--- src/rtl/rxstat_pkg.sv ---
package rxstat_pkg;

  typedef struct packed {
    logic full;
    logic idle;
    logic ovr;
  } clr_mask_t;

  typedef struct packed {
    logic full;
    logic idle;
    logic ovr;
    logic noise;
    logic frame;
  } rx_flags_t;

  // ones needed for an idle line: start + data + stop, plus one for 9-bit
  function automatic int unsigned idle_ones_needed(int unsigned data_bits, logic nine);
    return data_bits + 2 + (nine ? 1 : 0);
  endfunction

  function automatic logic [7:0] pack_status(rx_flags_t f);
    return {2'b00, f.full, f.idle, f.ovr, f.noise, f.frame, 1'b0};
  endfunction

endpackage

--- src/rtl/rxstat_idle_det.sv ---
module rxstat_idle_det #(
  parameter int unsigned DATA_BITS = 8
) (
  input  logic clk,
  input  logic rst_n,
  input  logic enable,
  input  logic nine_bit,
  input  logic line_bit,
  input  logic bit_tick,
  output logic idle_evt
);
  import rxstat_pkg::*;

  localparam int unsigned MAX_RUN = DATA_BITS + 3;
  localparam int unsigned CW      = $clog2(MAX_RUN + 1);

  logic [CW-1:0] run_q;
  logic [CW-1:0] run_lim;

  assign run_lim  = CW'(idle_ones_needed(DATA_BITS, nine_bit));
  assign idle_evt = enable && bit_tick && line_bit && (run_q == run_lim - CW'(1));

  always_ff @(posedge clk or negedge rst_n) begin
    if (!rst_n) begin
      run_q <= '0;
    end else if (!enable) begin
      run_q <= '0;
    end else if (bit_tick) begin
      if (!line_bit)             run_q <= '0;
      else if (run_q < run_lim)  run_q <= run_q + CW'(1);
    end
  end

  // a run produces one event, then the counter rests at its limit
  assert_idle_single_event_R7: assert property (@(posedge clk) disable iff (!rst_n)
    idle_evt |=> !idle_evt);

  assert_idle_run_bounded_R7: assert property (@(posedge clk) disable iff (!rst_n)
    run_q <= CW'(MAX_RUN));

endmodule

--- src/rtl/rxstat_clr_seq.sv ---
module rxstat_clr_seq (
  input  logic                  clk,
  input  logic                  rst_n,
  input  logic                  stat_rd,
  input  logic                  data_rd,
  input  rxstat_pkg::clr_mask_t cur_flags,
  output rxstat_pkg::clr_mask_t clr
);
  import rxstat_pkg::*;

  clr_mask_t armed_q;

  // a status read snapshots which flags it saw; a data read spends the snapshot
  always_ff @(posedge clk or negedge rst_n) begin
    if (!rst_n)        armed_q <= '0;
    else if (stat_rd)  armed_q <= cur_flags;
    else if (data_rd)  armed_q <= '0;
  end

  assign clr = data_rd ? armed_q : '0;

  assert_clear_after_data_rd_R6: assert property (@(posedge clk) disable iff (!rst_n)
    (clr != '0) |-> data_rd);

endmodule

--- src/rtl/rxstat_rdr.sv ---
module rxstat_rdr #(
  parameter int unsigned DATA_BITS = 8,
  localparam int unsigned DW = DATA_BITS + 1
) (
  input  logic          clk,
  input  logic          rst_n,
  input  logic          enable,
  input  logic          word_done,
  input  logic [DW-1:0] word_data,
  input  logic          noise_work,
  input  logic          frame_err,
  input  logic          clr_full,
  input  logic          clr_ovr,
  output logic          full_q,
  output logic          ovr_q,
  output logic          noise_q,
  output logic          frame_q,
  output logic [DW-1:0] data_q,
  output logic          load_evt,
  output logic          ovr_evt
);

  assign load_evt = enable && word_done && !full_q && !ovr_q;
  assign ovr_evt  = enable && word_done && (full_q || ovr_q);

  always_ff @(posedge clk or negedge rst_n) begin
    if (!rst_n) begin
      full_q  <= 1'b0;
      ovr_q   <= 1'b0;
      noise_q <= 1'b0;
      frame_q <= 1'b0;
      data_q  <= '0;
    end else begin
      if (load_evt) begin
        data_q  <= word_data;
        noise_q <= noise_work;
        frame_q <= frame_err;
        full_q  <= 1'b1;
      end else if (clr_full) begin
        full_q  <= 1'b0;
      end
      if (ovr_evt)      ovr_q <= 1'b1;
      else if (clr_ovr) ovr_q <= 1'b0;
    end
  end

  assert_load_sets_full_R2: assert property (@(posedge clk) disable iff (!rst_n)
    load_evt |=> full_q && data_q == $past(word_data));

  assert_overrun_keeps_data_R3: assert property (@(posedge clk) disable iff (!rst_n)
    ovr_evt |=> ovr_q && $stable(data_q));

  assert_flags_with_load_R10: assert property (@(posedge clk) disable iff (!rst_n)
    load_evt |=> noise_q == $past(noise_work) && frame_q == $past(frame_err));

  assert_discard_keeps_noise_R4: assert property (@(posedge clk) disable iff (!rst_n)
    ovr_evt |=> $stable(noise_q) && $stable(frame_q));

endmodule

--- src/rtl/rxstat_ctrl.sv ---
module rxstat_ctrl #(
  parameter int unsigned DATA_BITS = 8,
  localparam int unsigned DW = DATA_BITS + 1
) (
  input  logic          clk,
  input  logic          rst_n,
  input  logic          rx_en,
  input  logic          nine_bit,
  input  logic          wake_hold,
  input  logic          word_done,
  input  logic [DW-1:0] word_data,
  input  logic          noise_work,
  input  logic          frame_err,
  input  logic          line_bit,
  input  logic          bit_tick,
  input  logic          stat_rd,
  input  logic          data_rd,
  output logic [7:0]    status_q,
  output logic [DW-1:0] data_q
);
  import rxstat_pkg::*;

  logic      full_w, ovr_w, noise_w, frame_w;
  logic      load_evt, ovr_evt, idle_evt;
  logic      idle_q, idle_armed_q;
  clr_mask_t cur_flags, clr;
  rx_flags_t flags;

  rxstat_rdr #(.DATA_BITS(DATA_BITS)) u_rdr (
    .clk       (clk),
    .rst_n     (rst_n),
    .enable    (rx_en),
    .word_done (word_done),
    .word_data (word_data),
    .noise_work(noise_work),
    .frame_err (frame_err),
    .clr_full  (clr.full),
    .clr_ovr   (clr.ovr),
    .full_q    (full_w),
    .ovr_q     (ovr_w),
    .noise_q   (noise_w),
    .frame_q   (frame_w),
    .data_q    (data_q),
    .load_evt  (load_evt),
    .ovr_evt   (ovr_evt)
  );

  rxstat_idle_det #(.DATA_BITS(DATA_BITS)) u_idle (
    .clk      (clk),
    .rst_n    (rst_n),
    .enable   (rx_en),
    .nine_bit (nine_bit),
    .line_bit (line_bit),
    .bit_tick (bit_tick),
    .idle_evt (idle_evt)
  );

  assign cur_flags = '{full: full_w, idle: idle_q, ovr: ovr_w};

  rxstat_clr_seq u_clr (
    .clk       (clk),
    .rst_n     (rst_n),
    .stat_rd   (stat_rd),
    .data_rd   (data_rd),
    .cur_flags (cur_flags),
    .clr       (clr)
  );

  // arming: a loaded word enables one idle event; disable or any event spends it
  always_ff @(posedge clk or negedge rst_n) begin
    if (!rst_n)         idle_armed_q <= 1'b0;
    else if (!rx_en)    idle_armed_q <= 1'b0;
    else if (load_evt)  idle_armed_q <= 1'b1;
    else if (idle_evt)  idle_armed_q <= 1'b0;
  end

  always_ff @(posedge clk or negedge rst_n) begin
    if (!rst_n)                                     idle_q <= 1'b0;
    else if (idle_evt && idle_armed_q && !wake_hold) idle_q <= 1'b1;
    else if (clr.idle)                              idle_q <= 1'b0;
  end

  assign flags    = '{full: full_w, idle: idle_q, ovr: ovr_w, noise: noise_w, frame: frame_w};
  assign status_q = pack_status(flags);

  assert_idle_needs_arm_R8: assert property (@(posedge clk) disable iff (!rst_n)
    $rose(idle_q) |-> $past(idle_armed_q) && $past(idle_evt));

  assert_idle_not_in_wake_R9: assert property (@(posedge clk) disable iff (!rst_n)
    $rose(idle_q) |-> !$past(wake_hold));

  assert_full_falls_on_data_rd_R5: assert property (@(posedge clk) disable iff (!rst_n)
    $fell(status_q[5]) |-> $past(data_rd));

  assert_ovr_falls_on_data_rd_R5: assert property (@(posedge clk) disable iff (!rst_n)
    $fell(status_q[3]) |-> $past(data_rd));

  assert_status_spare_zero_R11: assert property (@(posedge clk) disable iff (!rst_n)
    status_q[7:6] == 2'b00 && status_q[0] == 1'b0);

endmodule

--- config.mk ---
export PLATFORM = sky130hd
export DESIGN_NAME = rxstat_ctrl
export DESIGN_NICKNAME = d
export VERILOG_FILES = /design/src/rtl/rxstat_pkg.sv /design/src/rtl/rxstat_idle_det.sv /design/src/rtl/rxstat_clr_seq.sv /design/src/rtl/rxstat_rdr.sv /design/src/rtl/rxstat_ctrl.sv
export SDC_FILE = /design/constraint.sdc
export NUM_CORES = 1
export LEC_CHECK = 0
export ABC_CLOCK_PERIOD_IN_PS = 2100
export CELL_PAD_IN_SITES_DETAIL_PLACEMENT = 1
export CELL_PAD_IN_SITES_GLOBAL_PLACEMENT = 1
export CORE_AREA = 2 2 45 89
export DETAILED_ROUTE_END_ITERATION = 12
export DIE_AREA = 0 0 47 91
export GPL_ROUTABILITY_DRIVEN = 0
export PLACE_DENSITY_LB_ADDON = 0.2
export SYNTH_ARGS = -nofsm -noshare
export SYNTH_HDL_FRONTEND = slang
export SYNTH_HIERARCHICAL = 1
export SYNTH_SLANG_ARGS = --single-unit
--- constraint.sdc ---
create_clock -name clk -period 2.1 [get_ports clk]
set_clock_uncertainty 0.15 [all_clocks]
set_input_delay 0.525 -clock clk [delete_from_list [all_inputs] [get_ports clk]]
set_output_delay 0.525 -clock clk [all_outputs]
set_load 0.03 [all_outputs]
==> key figures, run 1 <==
Status
  – Status: finished clean

Critical path
  – Crit Path Category: register to output pin
  – CP max stage delay: 0.68 ns
  – Slowest CP cell: clkdlybuf4s50_1
  – CP max FO: 3
  – Worst path bufs/invs: 1
  – Worst path required time: 1.42 ns
  – Critical path arrival: 1.31 ns
  – CP cell instances: clkdlybuf4s50_1
  – Flop2flop setup slack: 0.46 ns
  – Crit. End Element: output pin
  – Startpoint Class: register
  – Delay-heaviest family, CP: buffers and inverters

Floorplanning
  – Cell row count: 31
  – Die W: 47 um
  – Chip Height: 91 um
  – Core area: 3570 sq um
  – Effective utilization at floorplan: 31.5%
  – Die ar.: 4280 sq um
  – I/O pin cnt: 38

Detailed routing
  – DRT Pass-1 Iters: 2
  – Post-DR wirelength/cell: 14.1 um
  – Final wirelength: 2470 um
  – Via count: 799
  – Detail Route Antenna Nets: 0
  – Number of vias per cell: 4.57
  – DRC Markers: 0
  – Initial drt markers: 3

Power
  – P_leak: 0.000706 uW
  – VDD IR max: 0.560 mV
  – Pwr Density: 1250 nW/um^2

STA
  – Endpoints failing hold: 0
  – # setup viols final: 0
  – Crit share post-route: 94.5%
  – RSZ-0062 raised after global routing: false
  – Max Clock Freq: 504 MHz
  – Hold slack: 0.346 ns
  – Tmin final: 1.99 ns
  – Slew Limit Fails: 0

Layout
  – Share of layout cells above drive strength 1: 23.8%
  – Storage cell area: 551 sq um
  – Area of the multi-input gates: 468 sq um
  – Non-filler cells, final: 175
  – # diodes: 0
  – Layout overhead on the synthesized area: 41.0%
  – Fill cell total of the finished layout: 404
  – Final nets: 150

Global route
  – Vias in the first global route: 870
  – First-pass GRT wire length: 4090 um
  – Antenna violations before repair: 0
  – Grt total ovfl: 0
  – GR Util All Layers: 12.8%
  – Largest net degree at the start of global routing: 23

Clocking
  – Clock root cell: clkbuf_8
  – Clk_lat worst skew: 0.26 ns
  – H-tree depth: 1
  – Post-CTS Setup Bufs: 0
  – Clock slew at reported path FFs: 0.08 ns
  – CTS tree: built
  – Clock tree buffer depth: 2
  – CTS sink cnt: 22
  – Total CTS buffers: 3

Placed design
  – Inst Count DP: 171
  – Port Buf Inserts: 34
  – Post-detail-place hpwl: 1960 um

Worst hold path
  – Min-Delay Path Class: register to register

Run
  – Max-cap violations: 0

Yosys
  – Synth Warn #: 6
  – Syn_area_per_cell: 12.8 sq um
  – Syn Inst Count: 88
  – Post-Syn Area: 1120 sq um
[flip-flops by register name (all words and copies together) (netlist names)]
register and count:
u_rdr/data_q 9, u_idle/run_q 4, u_clr/armed_q 3, idle_armed_q 1
idle_q 1, u_rdr/frame_q 1, u_rdr/full_q 1, u_rdr/noise_q 1
u_rdr/ovr_q 1
[through the flow]
stage	total power [uW]	TNS, ns	utilization [%]	setup WS, ns	area (sq um)
5_1_grt	2090	0	44.4	0.0584	1580
2_1_floorplan	1300	0	-	0.495	1130
3_3_place_gp	1600	-0.120	42.2	-0.0283	1510
6_report	1980	0	44.4	0.115	1580
3_5_place_dp	1610	-0.332	42.2	-0.0522	1510
4_1_cts	2010	0	44.2	0.0220	1580
[path summary, 6_finish.rpt]
kind,start,endpoint,cells after the start
min reg2reg,u_clr/armed_q[1],u_clr/armed_q[1],1
max,idle_q,status_q[4],1
max in group asynchronous,rst_n,u_rdr/full_q,2
min in group asynchronous,rst_n,u_rdr/data_q[3],2
min,u_clr/armed_q[1],u_clr/armed_q[1],1
max reg2reg,u_idle/run_q[0],idle_armed_q,6
[layout by cell type (no fill, tap or decap), types with 2 or more instances in the layout]
master	count
and2_1	3
dfrtp_1	22
a22o_1	3
conb_1	3
buf_4	8
o22ai_1	2
a41oi_1	2
mux2_4	9
ha_1	2
nand4_1	3
clkdlybuf4s50_1	32
nor2_1	3
dlymetal6s2s_1	2
mux2_2	3
inv_1	7
nand2_1	3
clkbuf_8	3
[what timing repair did]
action / in CTS / in global routing
setup endpoints to repair: 0 / 2
hold buffers: 0 / 0
resized for setup: 0 / 2
[metal layers]
| metal | routed length [um] | track usage [%] | share of wire (%) |
|---|---|---|---|
| met1 | 928 | 16.0 | 38 |
| met2 | 1390 | 21.5 | 56 |
| met3 | 119 | 1.79 | 4.8 |
| met4 | 38 | 4.17 | 1.5 |
| met5 | 0 | 0 | 0 |
[cell type report]
| cell class | count | area share, % |
|---|---|---|
| clock buffers | 3 | 2.61 |
| clock inverters | 1 | 1.90 |
| well taps | 49 | 3.87 |
| multi-input cells | 51 | 29.6 |
| inverters | 7 | 1.66 |
| repair buffers | 42 | 25.6 |
| flip-flops and latches | 22 | 34.8 |
[where the power goes]
group	total (uW)	switching, uW	internal, uW
Combinational	900	440	460
Clock	387	132	254
Sequential	690	109	581
Total	1980	682	1300
No activity file was read; power rests on OpenSTA's default activity.
==> inputs of run 2 (changes only) <==
- CORE_AREA: 2 2 45 89 -> 2 2 44 86
- DIE_AREA: 0 0 47 91 -> 0 0 46 88
- GPL_ROUTABILITY_DRIVEN: 0 -> not set
==> run 2 against run 1 <==
  * Clock power is 35% lower
  * Utilization is 0.68 points higher
  * Total power is 6.8% lower
  * Critical path type unchanged
  * Critical endpoint is now status_q[3]
  * Largest power group unchanged
==> key figures, run 2 (same netlist as run 1, synthesis figures left out) <==
Status
  – Status: finished clean

STA
  – Crit share post-route: 96.9%
  – # setup viols final: 0
  – RSZ-0062 raised after global routing: false
  – Slew Limit Fails: 0
  – Setup tns final: 0 ns
  – Endpoints failing hold: 0
  – Tmin final: 2.03 ns
  – Max Clock Freq: 492 MHz

Critical path
  – Crit Path Category: register to output pin
  – Worst path bufs/invs: 1
  – Cell depth of the worst setup path: 1
  – Worst path required time: 1.42 ns
  – Worst flop-to-flop path endpoint: idle_armed_q
  – CP max FO: 5
  – Startpoint Class: register
  – CP cell instances: clkdlybuf4s50_1
  – Critical path arrival: 1.36 ns
  – Critical Path Start: u_rdr/ovr_q
  – Delay-heaviest family, CP: buffers and inverters
  – Crit. End Element: output pin
  – Setup crit end: status_q[3]
  – Cell depth of the worst flop-to-flop path: 6
  – Flop2flop setup slack: 0.46 ns
  – CP max stage delay: 0.69 ns
  – Slowest CP cell: clkdlybuf4s50_1
  – Reg2Reg Launch Point: u_idle/run_q[0]

Clocking
  – Resize count post-CTS: 0
  – Clock slew at reported path FFs: 0.07 ns
  – Clock root cell: clkbuf_8
  – CTS tree: built
  – CTS sink cnt: 22
  – Cts hold-fix bufs: 0
  – H-tree depth: 1
  – Total CTS buffers: 3
  – Clock tree buffer depth: 2
  – Post-CTS Setup Bufs: 0
  – Clk_lat worst skew: 0.26 ns

Placed design
  – Placer Congestion: 0.700
  – Post-DP Area: 1480 sq um
  – Inst Count DP: 153
  – Port Buf Inserts: 34
  – Post-detail-place hpwl: 1970 um

Layout
  – Finished Cell Area: 1520 sq um
  – Final nets: 149
  – Non-filler cells, final: 156
  – Commonest non-fill, non-tap cell in the layout: clkdlybuf4s50_1
  – Top flop regs: u_rdr/data_q: 9 flops, u_idle/run_q: 4 flops, u_clr/armed_q: 3 flops
  – Register with the most flip-flops: u_rdr/data_q
  – Largest register FFs: 9
  – # diodes: 0
  – Share of layout cells above drive strength 1: 22.6%
  – Most frequent cells in the layout: clkdlybuf4s50_1 (33), dfrtp_1 (22), mux2_4 (9)
  – Layout overhead on the synthesized area: 35.6%

Global route
  – Grt total ovfl: 0
  – GR Util All Layers: 13.9%
  – Antenna violations before repair: 0
  – Met1 Use GR: 13.9%
  – Vias in the first global route: 843
  – Grt met2 use: 25.0%
  – Global Route met3 Usage: 1.86%
  – Most used routing layer: met2
  – First-pass GRT wire length: 4000 um
  – Largest net degree at the start of global routing: 23

Power
  – P_leak: 0.000679 uW
  – Switching Power: 674 uW
  – Power Total: 1840 uW
  – Combinational Power Share: 48.9%
  – Reg power frac: 37.4%
  – Internal power: 1170 uW
  – Pwr Density: 1210 nW/um^2
  – VDD IR max: 0.479 mV
  – Sw Ratio: 36.6%
  – Clock network power share: 13.7%

Detailed routing
  – Via count: 775
  – Post-DR wirelength/cell: 15.6 um
  – Final wirelength: 2430 um
  – Initial drt markers: 8
  – Detail Route Antenna Nets: 0
  – Number of vias per cell: 4.97
  – DRT Pass-1 Iters: 4
  – DRC Markers: 0

Floorplanning
  – Die W: 46 um
  – Die ar.: 4050 sq um
  – Cell row count: 30
  – Chip Height: 88 um
  – I/O pin cnt: 38
  – Effective utilization at floorplan: 33.2%
  – Core area: 3380 sq um

Worst hold path
  – Min-Delay Path Class: register to register
  – WHS Path Cells: 1

Run
  – Max-cap violations: 0
-- run 2: final cells by class --
type / instances / area (sq um)
clock buffer: 3 / 41.3
fill: 360 / 1860
tap: 32 / 40.0
sequential: 22 / 551
timing repair buffer: 41 / 395
multi-input combinational: 51 / 468
inverter: 7 / 26.3
-- run 2: how the worst min path moves through the flow --
stage / start / endpoint / slack, ns
finish: u_clr/armed_q[1] / u_clr/armed_q[1] / 0.34
global route: u_clr/armed_q[1] / u_clr/armed_q[1] / 0.37
CTS: u_clr/armed_q[1] / u_clr/armed_q[1] / 0.36
detailed placement: u_clr/armed_q[1] / u_clr/armed_q[1] / 0.34
global placement: u_clr/armed_q[1] / u_clr/armed_q[1] / 0.32
floorplan: rst_n / idle_armed_q / 0.08
-- run 2: stage by stage --
stage	util [%]	setup slack, ns	hold WS, ns
floorplan	-	0.495	0.0794
global placement	43.7	-0.0462	0.321
detailed placement	43.7	-0.0887	0.337
CTS	45.0	0.0329	0.359
global route	45.0	0.00204	0.372
finish	45.0	0.0656	0.344
-- run 2: power by group through the flow --
stage	Sequential [uW]	Clock, uW	Combinational [uW]
after floorplan	852	0	443
after CTS	693	267	916
after global placement	690	0	901
after global routing	715	285	955
after detailed placement	701	0	911
final	690	252	901
-- run 2: layer usage --
layer / up-vias / routed length [um]
li1: 373 / -
met1: 379 / 856
met2: 19 / 1410
met3: 4 / 110
met4: 0 / 59
met5: - / 0
